### src/rtl/lbu_pkg.sv
package lbu_pkg;

    typedef enum logic [1:0] {
        ST_IDLE = 2'd0,
        ST_LINK = 2'd1,
        ST_PORT = 2'd2
    } lbu_state_e;

    typedef struct packed {
        logic z;
        logic c;
    } flag_pair_t;

endpackage

### src/rtl/lbu_port_detect.sv
module lbu_port_detect #(
    parameter int ADDR_W     = 9,
    parameter int PORT_BASE  = 'h1F8,
    parameter int PORT_COUNT = 4
) (
    input  logic [ADDR_W-1:0] addr,
    output logic              hit
);
    logic [PORT_COUNT-1:0] match;

    for (genvar gi = 0; gi < PORT_COUNT; gi++) begin : g_port
        localparam logic [ADDR_W-1:0] PORT_ADDR = ADDR_W'(PORT_BASE + gi);
        assign match[gi] = (addr == PORT_ADDR);
    end

    assign hit = |match;
endmodule

### src/rtl/lbu_flag_sel.sv
module lbu_flag_sel
    import lbu_pkg::*;
(
    input  logic       is_port,
    input  logic [1:0] addr_lsb,
    input  flag_pair_t reg_flags,
    input  flag_pair_t cur_flags,
    input  logic       wr_z,
    input  logic       wr_c,
    output flag_pair_t new_flags
);
    flag_pair_t src_flags;

    always_comb begin
        if (is_port) begin
            src_flags.z = addr_lsb[1];
            src_flags.c = addr_lsb[0];
        end else begin
            src_flags = reg_flags;
        end
        new_flags.z = wr_z ? src_flags.z : cur_flags.z;
        new_flags.c = wr_c ? src_flags.c : cur_flags.c;
    end
endmodule

### src/rtl/lbu_link_pack.sv
module lbu_link_pack
    import lbu_pkg::*;
#(
    parameter int ADDR_W = 9,
    parameter int DATA_W = 32
) (
    input  logic [ADDR_W-1:0] pc_cur,
    input  flag_pair_t        cur_flags,
    input  logic [DATA_W-1:0] old_word,
    output logic [DATA_W-1:0] link_word
);
    localparam int C_BIT = ADDR_W;
    localparam int Z_BIT = ADDR_W + 1;

    always_comb begin
        link_word               = old_word;
        link_word[ADDR_W-1:0]   = pc_cur + ADDR_W'(1);
        link_word[C_BIT]        = cur_flags.c;
        link_word[Z_BIT]        = cur_flags.z;
    end
endmodule

### src/rtl/link_branch_unit.sv
module link_branch_unit
    import lbu_pkg::*;
#(
    parameter int ADDR_W     = 9,
    parameter int DATA_W     = 32,
    parameter int PORT_BASE  = 'h1F8,
    parameter int PORT_COUNT = 4
) (
    input  logic              clk,
    input  logic              rst_n,
    input  logic              op_valid,
    input  logic [ADDR_W-1:0] dst_addr,
    input  logic [ADDR_W-1:0] src_target,
    input  logic [ADDR_W-1:0] pc_cur,
    input  logic              z_cur,
    input  logic              c_cur,
    input  logic [DATA_W-1:0] dst_rdata,
    input  logic              wr_z,
    input  logic              wr_c,
    output logic              res_valid,
    output logic              wb_en,
    output logic [ADDR_W-1:0] wb_addr,
    output logic [DATA_W-1:0] wb_data,
    output logic [ADDR_W-1:0] pc_next,
    output logic              z_next,
    output logic              c_next
);
    localparam int C_BIT = ADDR_W;
    localparam int Z_BIT = ADDR_W + 1;

    lbu_state_e        state_q, state_d;
    logic              port_hit;
    flag_pair_t        cur_flags, reg_flags, upd_flags;
    logic [DATA_W-1:0] link_word;
    logic [ADDR_W-1:0] pc_q, addr_q;
    logic [DATA_W-1:0] data_q;
    flag_pair_t        flags_q;

    assign cur_flags.z = z_cur;
    assign cur_flags.c = c_cur;
    assign reg_flags.z = dst_rdata[Z_BIT];
    assign reg_flags.c = dst_rdata[C_BIT];

    lbu_port_detect #(
        .ADDR_W    (ADDR_W),
        .PORT_BASE (PORT_BASE),
        .PORT_COUNT(PORT_COUNT)
    ) i_port (
        .addr(dst_addr),
        .hit (port_hit)
    );

    lbu_flag_sel i_flags (
        .is_port  (port_hit),
        .addr_lsb (dst_addr[1:0]),
        .reg_flags(reg_flags),
        .cur_flags(cur_flags),
        .wr_z     (wr_z),
        .wr_c     (wr_c),
        .new_flags(upd_flags)
    );

    lbu_link_pack #(
        .ADDR_W(ADDR_W),
        .DATA_W(DATA_W)
    ) i_link (
        .pc_cur   (pc_cur),
        .cur_flags(cur_flags),
        .old_word (dst_rdata),
        .link_word(link_word)
    );

    // next-state selection
    always_comb begin
        if (!op_valid)     state_d = ST_IDLE;
        else if (port_hit) state_d = ST_PORT;
        else               state_d = ST_LINK;
    end

    // state register
    always_ff @(posedge clk) begin
        if (!rst_n) state_q <= ST_IDLE;
        else        state_q <= state_d;
    end

    // result datapath, loaded only when an operation issues
    always_ff @(posedge clk) begin
        if (!rst_n) begin
            pc_q    <= '0;
            addr_q  <= '0;
            data_q  <= '0;
            flags_q <= '0;
        end else if (op_valid) begin
            pc_q    <= src_target;
            addr_q  <= dst_addr;
            data_q  <= link_word;
            flags_q <= upd_flags;
        end
    end

    // outputs decoded from state
    always_comb begin
        unique case (state_q)
            ST_IDLE: begin res_valid = 1'b0; wb_en = 1'b0; end
            ST_LINK: begin res_valid = 1'b1; wb_en = 1'b1; end
            ST_PORT: begin res_valid = 1'b1; wb_en = 1'b0; end
            default: begin res_valid = 1'b0; wb_en = 1'b0; end
        endcase
    end

    assign wb_addr = addr_q;
    assign wb_data = data_q;
    assign pc_next = pc_q;
    assign z_next  = flags_q.z;
    assign c_next  = flags_q.c;
endmodule

### config.mk
export PLATFORM = sky130hd
export DESIGN_NAME = link_branch_unit
export DESIGN_NICKNAME = d
export VERILOG_FILES = /design/src/rtl/lbu_pkg.sv /design/src/rtl/lbu_port_detect.sv /design/src/rtl/lbu_flag_sel.sv /design/src/rtl/lbu_link_pack.sv /design/src/rtl/link_branch_unit.sv
export SDC_FILE = /design/constraint.sdc
export NUM_CORES = 1
export LEC_CHECK = 0
export ABC_AREA = 1
export BUFFER_PORTS_ARGS = -buffer_cell sky130_fd_sc_hd__buf_4
export CORE_ASPECT_RATIO = 1.4
export CORE_MARGIN = 3
export CORE_UTILIZATION = 27
export DETAILED_ROUTE_END_ITERATION = 7
export HOLD_SLACK_MARGIN = 0.12
export PLACE_DENSITY = 0.6
export SLEW_MARGIN = 40
export SYNTH_ARGS = -nofsm -noshare
export SYNTH_HDL_FRONTEND = slang
export SYNTH_SLANG_ARGS = --single-unit
### constraint.sdc
create_clock -name clk -period 1.46 [get_ports clk]
set_input_delay 0.438 -clock clk [delete_from_list [all_inputs] [get_ports clk]]
set_output_delay 0.438 -clock clk [all_outputs]
set_load 0.02 [all_outputs]
-- After elaboration in Yosys (flattened, before gate mapping)
Cells that the tools add are included.
- eq/ne operators: 6
- muxes and demuxes: 6
- $add $sub $neg: 1
- reduce and logical (&&, ||, !) cells: 3
- operators with widths (operator ; count):
    9-bit equality test (second input constant) ; 4
    9-bit by 1-bit adder with 9-bit output (second input constant) ; 1
    1-bit two-way mux ; 4
    2-bit two-way mux ; 2
    4-bit OR reduction ; 1
    2-bit by 1-bit equality test with 1-bit output (second input constant) ; 1
    2-bit equality test (second input constant) ; 1
    2-bit AND reduction ; 1
    2-bit OR reduction ; 1
- logic and storage cells: 22
- output and inout bits: 54
- register bits after elaboration: 54
- bits of input ports: 66

-- Depth between registers and ports, before layout
- depth in word-level cells: 4
- gate-level depth with buffers: 9
- mapped depth without buffers: 9

-- By module
A second synthesis with hierarchy kept.
- cells, all modules: 423
- area total of the unflattened synthesis: 2668.8 sq um
- by module, submodules not included (module ; instances ; area each (sq um) ; cells each):
    link_branch_unit ; 1 ; 2222.1 ; 339
    lbu_link_pack ; 1 ; 346.6 ; 59
    lbu_flag_sel ; 1 ; 66.3 ; 17
    lbu_port_detect ; 1 ; 33.8 ; 8

-- Worst setup path before layout
OpenSTA, ideal clock, no wires.
- path type: input -> register
- start: input pc_cur[0]
- end: register data_q[8] (netlist: wb_data[8])
- buffers on the path: 0
- cell stages on the path: 8
- setup time: 0.114 ns
- data required time: 1.346 ns
- setup slack: 0.223 ns
- data arrival time: 1.124 ns
- path through: ha_1 > nand3_2 > nor2_2 > nand3_1 > nand2_1 > nand2_1 > o21bai_1 > inv_1
- cells in the longest elaborated chain, start to end: 1
- RTL lines (element ; RTL line ; source):
    start: declaration ; link_branch_unit.sv:14 ; input logic [ADDR_W-1:0] pc_cur,
    9-bit by 1-bit adder with 9-bit output ; lbu_link_pack.sv:17 ; link_word[ADDR_W-1:0] = pc_cur + ADDR_W'(1);
    end signal: assignment ; link_branch_unit.sv:96 ; data_q <= link_word;
    end: declaration ; link_branch_unit.sv:36 ; logic [DATA_W-1:0] data_q;
Every way passes these cells.
A chain may end at the register's enable or synchronous reset.

-- Worst setup path in the final report
- start: register state_q[1]
- end: output res_valid
- cells in the longest elaborated chain, start to end: 3
- elaborated cells on any way between the ends: 4
- classes of those cells: 2 x eq/ne; 1 x mux; 1 x reduce/logical
- RTL lines (element ; RTL line ; source):
    start: declaration ; link_branch_unit.sv:31 ; lbu_state_e state_q, state_d;
    start signal: assignment ; link_branch_unit.sv:83 ; else state_q <= state_d;
    2-bit by 1-bit equality test with 1-bit output or 2-bit equality test (tied branches) ; link_branch_unit.sv:103 ; unique case (state_q)
    2-bit OR reduction (no line) * ; -- ;
    1-bit two-way mux * ; link_branch_unit.sv:103 ;
    end: declaration ; link_branch_unit.sv:20 ; output logic res_valid,
Mark *: on every way between the ends. The rest lies on a longest branch, timed or not.

==> impl_metrics.env <==
export IMPL_hold_start="pc_cur[0]"
export IMPL_grt_pass1_vias=2050
export IMPL_core_region_area_mm2=0.007500
export IMPL_ys_seq_elements=54
export IMPL_fmax_ghz=0.6557
export IMPL_vias=2116
export IMPL_syn_inst=285
export IMPL_grt_overflow_total=0
export IMPL_fin_area_mm2=0.003187
export IMPL_whs_endpoint="wb_data[0]$_SDFFE_PN0P_"
export IMPL_numCtsBuffers=5
export IMPL_detail_route_antenna_nets=0
export IMPL_track_usage_pct=12.89
export IMPL_routed_via_density=4.318
export IMPL_period_share_pct=104.5
export IMPL_slew_headroom_pct=76.36
export IMPL_areaGrowthSynthToFinish_pct=49.47
export IMPL_place_hpwl_um=4360
export IMPL_ys_types=20
export IMPL_syn_nets=353
export IMPL_violations="negative setup slack"
export IMPL_power_uw=3289
export IMPL_initial_utilization_pct=28.43
export IMPL_worst_setup_path_start_kind="flop"
export IMPL_gp_congestion=0.7209
export IMPL_die_h_um=111.1
export IMPL_cts_sinks=54
export IMPL_nNetsFinal=460
export IMPL_synth_top_area_share_pct=50.70
export IMPL_reg2reg_depth=3
export IMPL_clkTransAtPathRegs_ns=0.10
export IMPL_outcome="finished with violations"
export IMPL_drv_cap=0
export IMPL_drive_above_1_share_pct=33.33
export IMPL_hold_path_cell_count=2
export IMPL_post_drt_wl_per_cell_um=11.73
export IMPL_wl_um=5747
export IMPL_ir_worst_vdd_uv=402.7
export IMPL_fin_util_pct=42.49
export IMPL_tritoncts="done"
export IMPL_htree_num_levels=2
export IMPL_rsz0062_at_grt="yes"
export IMPL_ios=120
export IMPL_ys_warn_count=0
export IMPL_drc_errors=0
export IMPL_dp_cells=482
export IMPL_max_slew_worst_pin_slew_ns=0.3545
export IMPL_rr_startpoint="wb_data[8]$_SDFFE_PN0P_"
export IMPL_antenna_found_initial=0
export IMPL_crit_type="flop to primary output"
export IMPL_diodes=0
export IMPL_fin_cells=490
export IMPL_synth_area_leader_cell="dfxtp_1"
export IMPL_clk_path_buf_depth=2
export IMPL_dr_pass1_iters=4
export IMPL_skew_ns=0
export IMPL_p_per_area_mw_per_mm2=1032
export IMPL_setup_violations=1
export IMPL_netlist_area_mm2=0.002132
export IMPL_cp_arrival_ns=1.09
export IMPL_grt_pass1_wl_um=9315
export IMPL_syn_area_per_cell_um2=7.481
export IMPL_chipWidth_um=81.10
export IMPL_hold_class="input port to flop"
export IMPL_crit_path_end_kind="primary output"
export IMPL_place_ws_ns=0.03837
export IMPL_buffer_ports_inserted=110
export IMPL_finalMaxSlewViolations=0
export IMPL_clk_latency_ns=0.30
export IMPL_grt_max_degree=40
export IMPL_cts_root_buf="clkbuf_8"
export IMPL_finalHoldViolations=0
export IMPL_rows=37
export IMPL_synth_area_top_cells="dfxtp_1 (51%), nor2_1 (16%), o21ai_0 (11%)"
export IMPL_timing_rr_end="wb_data[8]$_SDFFE_PN0P_"
export IMPL_cp_required_ns=1.02
export IMPL_leakage_uw=0.001591
export IMPL_fin_ws_ns=-0.06501
export IMPL_min_period_ns=1.525
export IMPL_worstPathMaxFanout=1
export IMPL_die_area_mm2=0.009014
export IMPL_seq_area_frac_synth_pct=50.70
export IMPL_r2r_slack_ns=0.74
export IMPL_post_dp_cell_area_mm2=0.003069
export IMPL_drt_iter0_drc=95
placed cells by master (no fill, tap or decap), drive strengths merged:
| cell | count |
|---|---|
| dfxtp | 54 |
| bufinv | 1 |
| o21ai | 51 |
| ha | 2 |
| a21oi | 10 |
| nand3 | 9 |
| o221ai | 1 |
| buf | 116 |
| clkbuf | 6 |
| nor3 | 1 |
| nor2 | 92 |
| nand2 | 22 |
| inv | 22 |
| xor2 | 4 |
| clkinvlp | 1 |
| o21bai | 1 |
sequential cells by signal (all words and copies together), names as in the netlist:
name / cells
state_q: 2
c_next: 1
pc_next: 9
wb_data: 32
z_next: 1
wb_addr: 9
critical path, stage by stage (launching register included):
cell and delay (ns):
dfxtp_1 0.32, inv_1 0.04, ha_1 0.26, inv_1 0.06, buf_6 0.11
stage by stage:
stage / TNS (ns) / hold slack [ns]
detailed placement: 0 / 0.4884
global placement: 0 / 0.4760
global route: -0.1397 / 0.3190
finish: -0.06501 / 0.3317
floorplan: 0 / 0.5315
CTS: -0.08852 / 0.3135
per-layer routing:
metal	vias up	share of wire [%]	global-route usage [%]
met5	-	0	0
met4	0	0.49	3.720
met3	2	7.8	3.659
met2	67	51	22.00
met1	937	41	15.38
li1	1110	-	-
power breakdown:
group | internal (µW) | switching, µW
clock network | 512 | 481
logic | 313 | 358
registers | 1580 | 48.8
total | 2400 | 888
kinds of logic after synthesis:
kind of cell    after synthesis  share of synthesized area [%]
simple gates                124                          23.77
compound gates               63                          15.08
flops                        54                          50.70
buf+inv                      38                          7.629
xor+xnor                      4                          1.643
fa+ha+maj                     2                          1.174
final cells by class:
| cell class | count | area [µm²] |
|---|---|---|
| Multi-Input combinational cell | 193 | 888.4 |
| Inverter | 22 | 82.58 |
| Fill cell | 802 | 4313 |
| Clock buffer | 6 | 72.57 |
| Tap cell | 97 | 121.4 |
| Sequential cell | 54 | 1081 |
| Clock inverter | 2 | 37.54 |
| Timing Repair Buffer | 116 | 903.4 |
worst max path at each step:
stage / from / to / slack, ns / depth (start not counted)
final: state_q[1]$_SDFF_PN0_ / res_valid / -0.07 / 4
after global routing: state_q[1]$_SDFF_PN0_ / res_valid / -0.14 / 4
after CTS: state_q[1]$_SDFF_PN0_ / res_valid / -0.09 / 4
after detailed placement: pc_cur[0] / wb_data[6]$_SDFFE_PN0P_ / 0.04 / 9
after global placement: pc_cur[0] / wb_data[8]$_SDFFE_PN0P_ / 0.04 / 9
after floorplan: pc_cur[0] / wb_data[8]$_SDFFE_PN0P_ / 0.22 / 8
synth_stat cells:
cell type	count
dfxtp_1	54
nor2_1	89
nor2_2	3
inv_2	2
inv_1	20
nand3_1	7
o21bai_1	1
buf_6	1
buf_2	7
nand2_1	22
ha_1	2
xor2_1	4
o21ai_1	3
buf_4	1
nor3_4	1
nand3_2	2
a21oi_1	10
o221ai_1	1
clkbuf_1	7
o21ai_0	48
repair_timing:
action	CTS	global route
endpoints found under the setup margin	1	2
setup buffers	0	0
hold buffers	0	0
gates resized for setup	1	1
gates cloned	0	0
No activity file was read; power rests on OpenSTA's default activity.
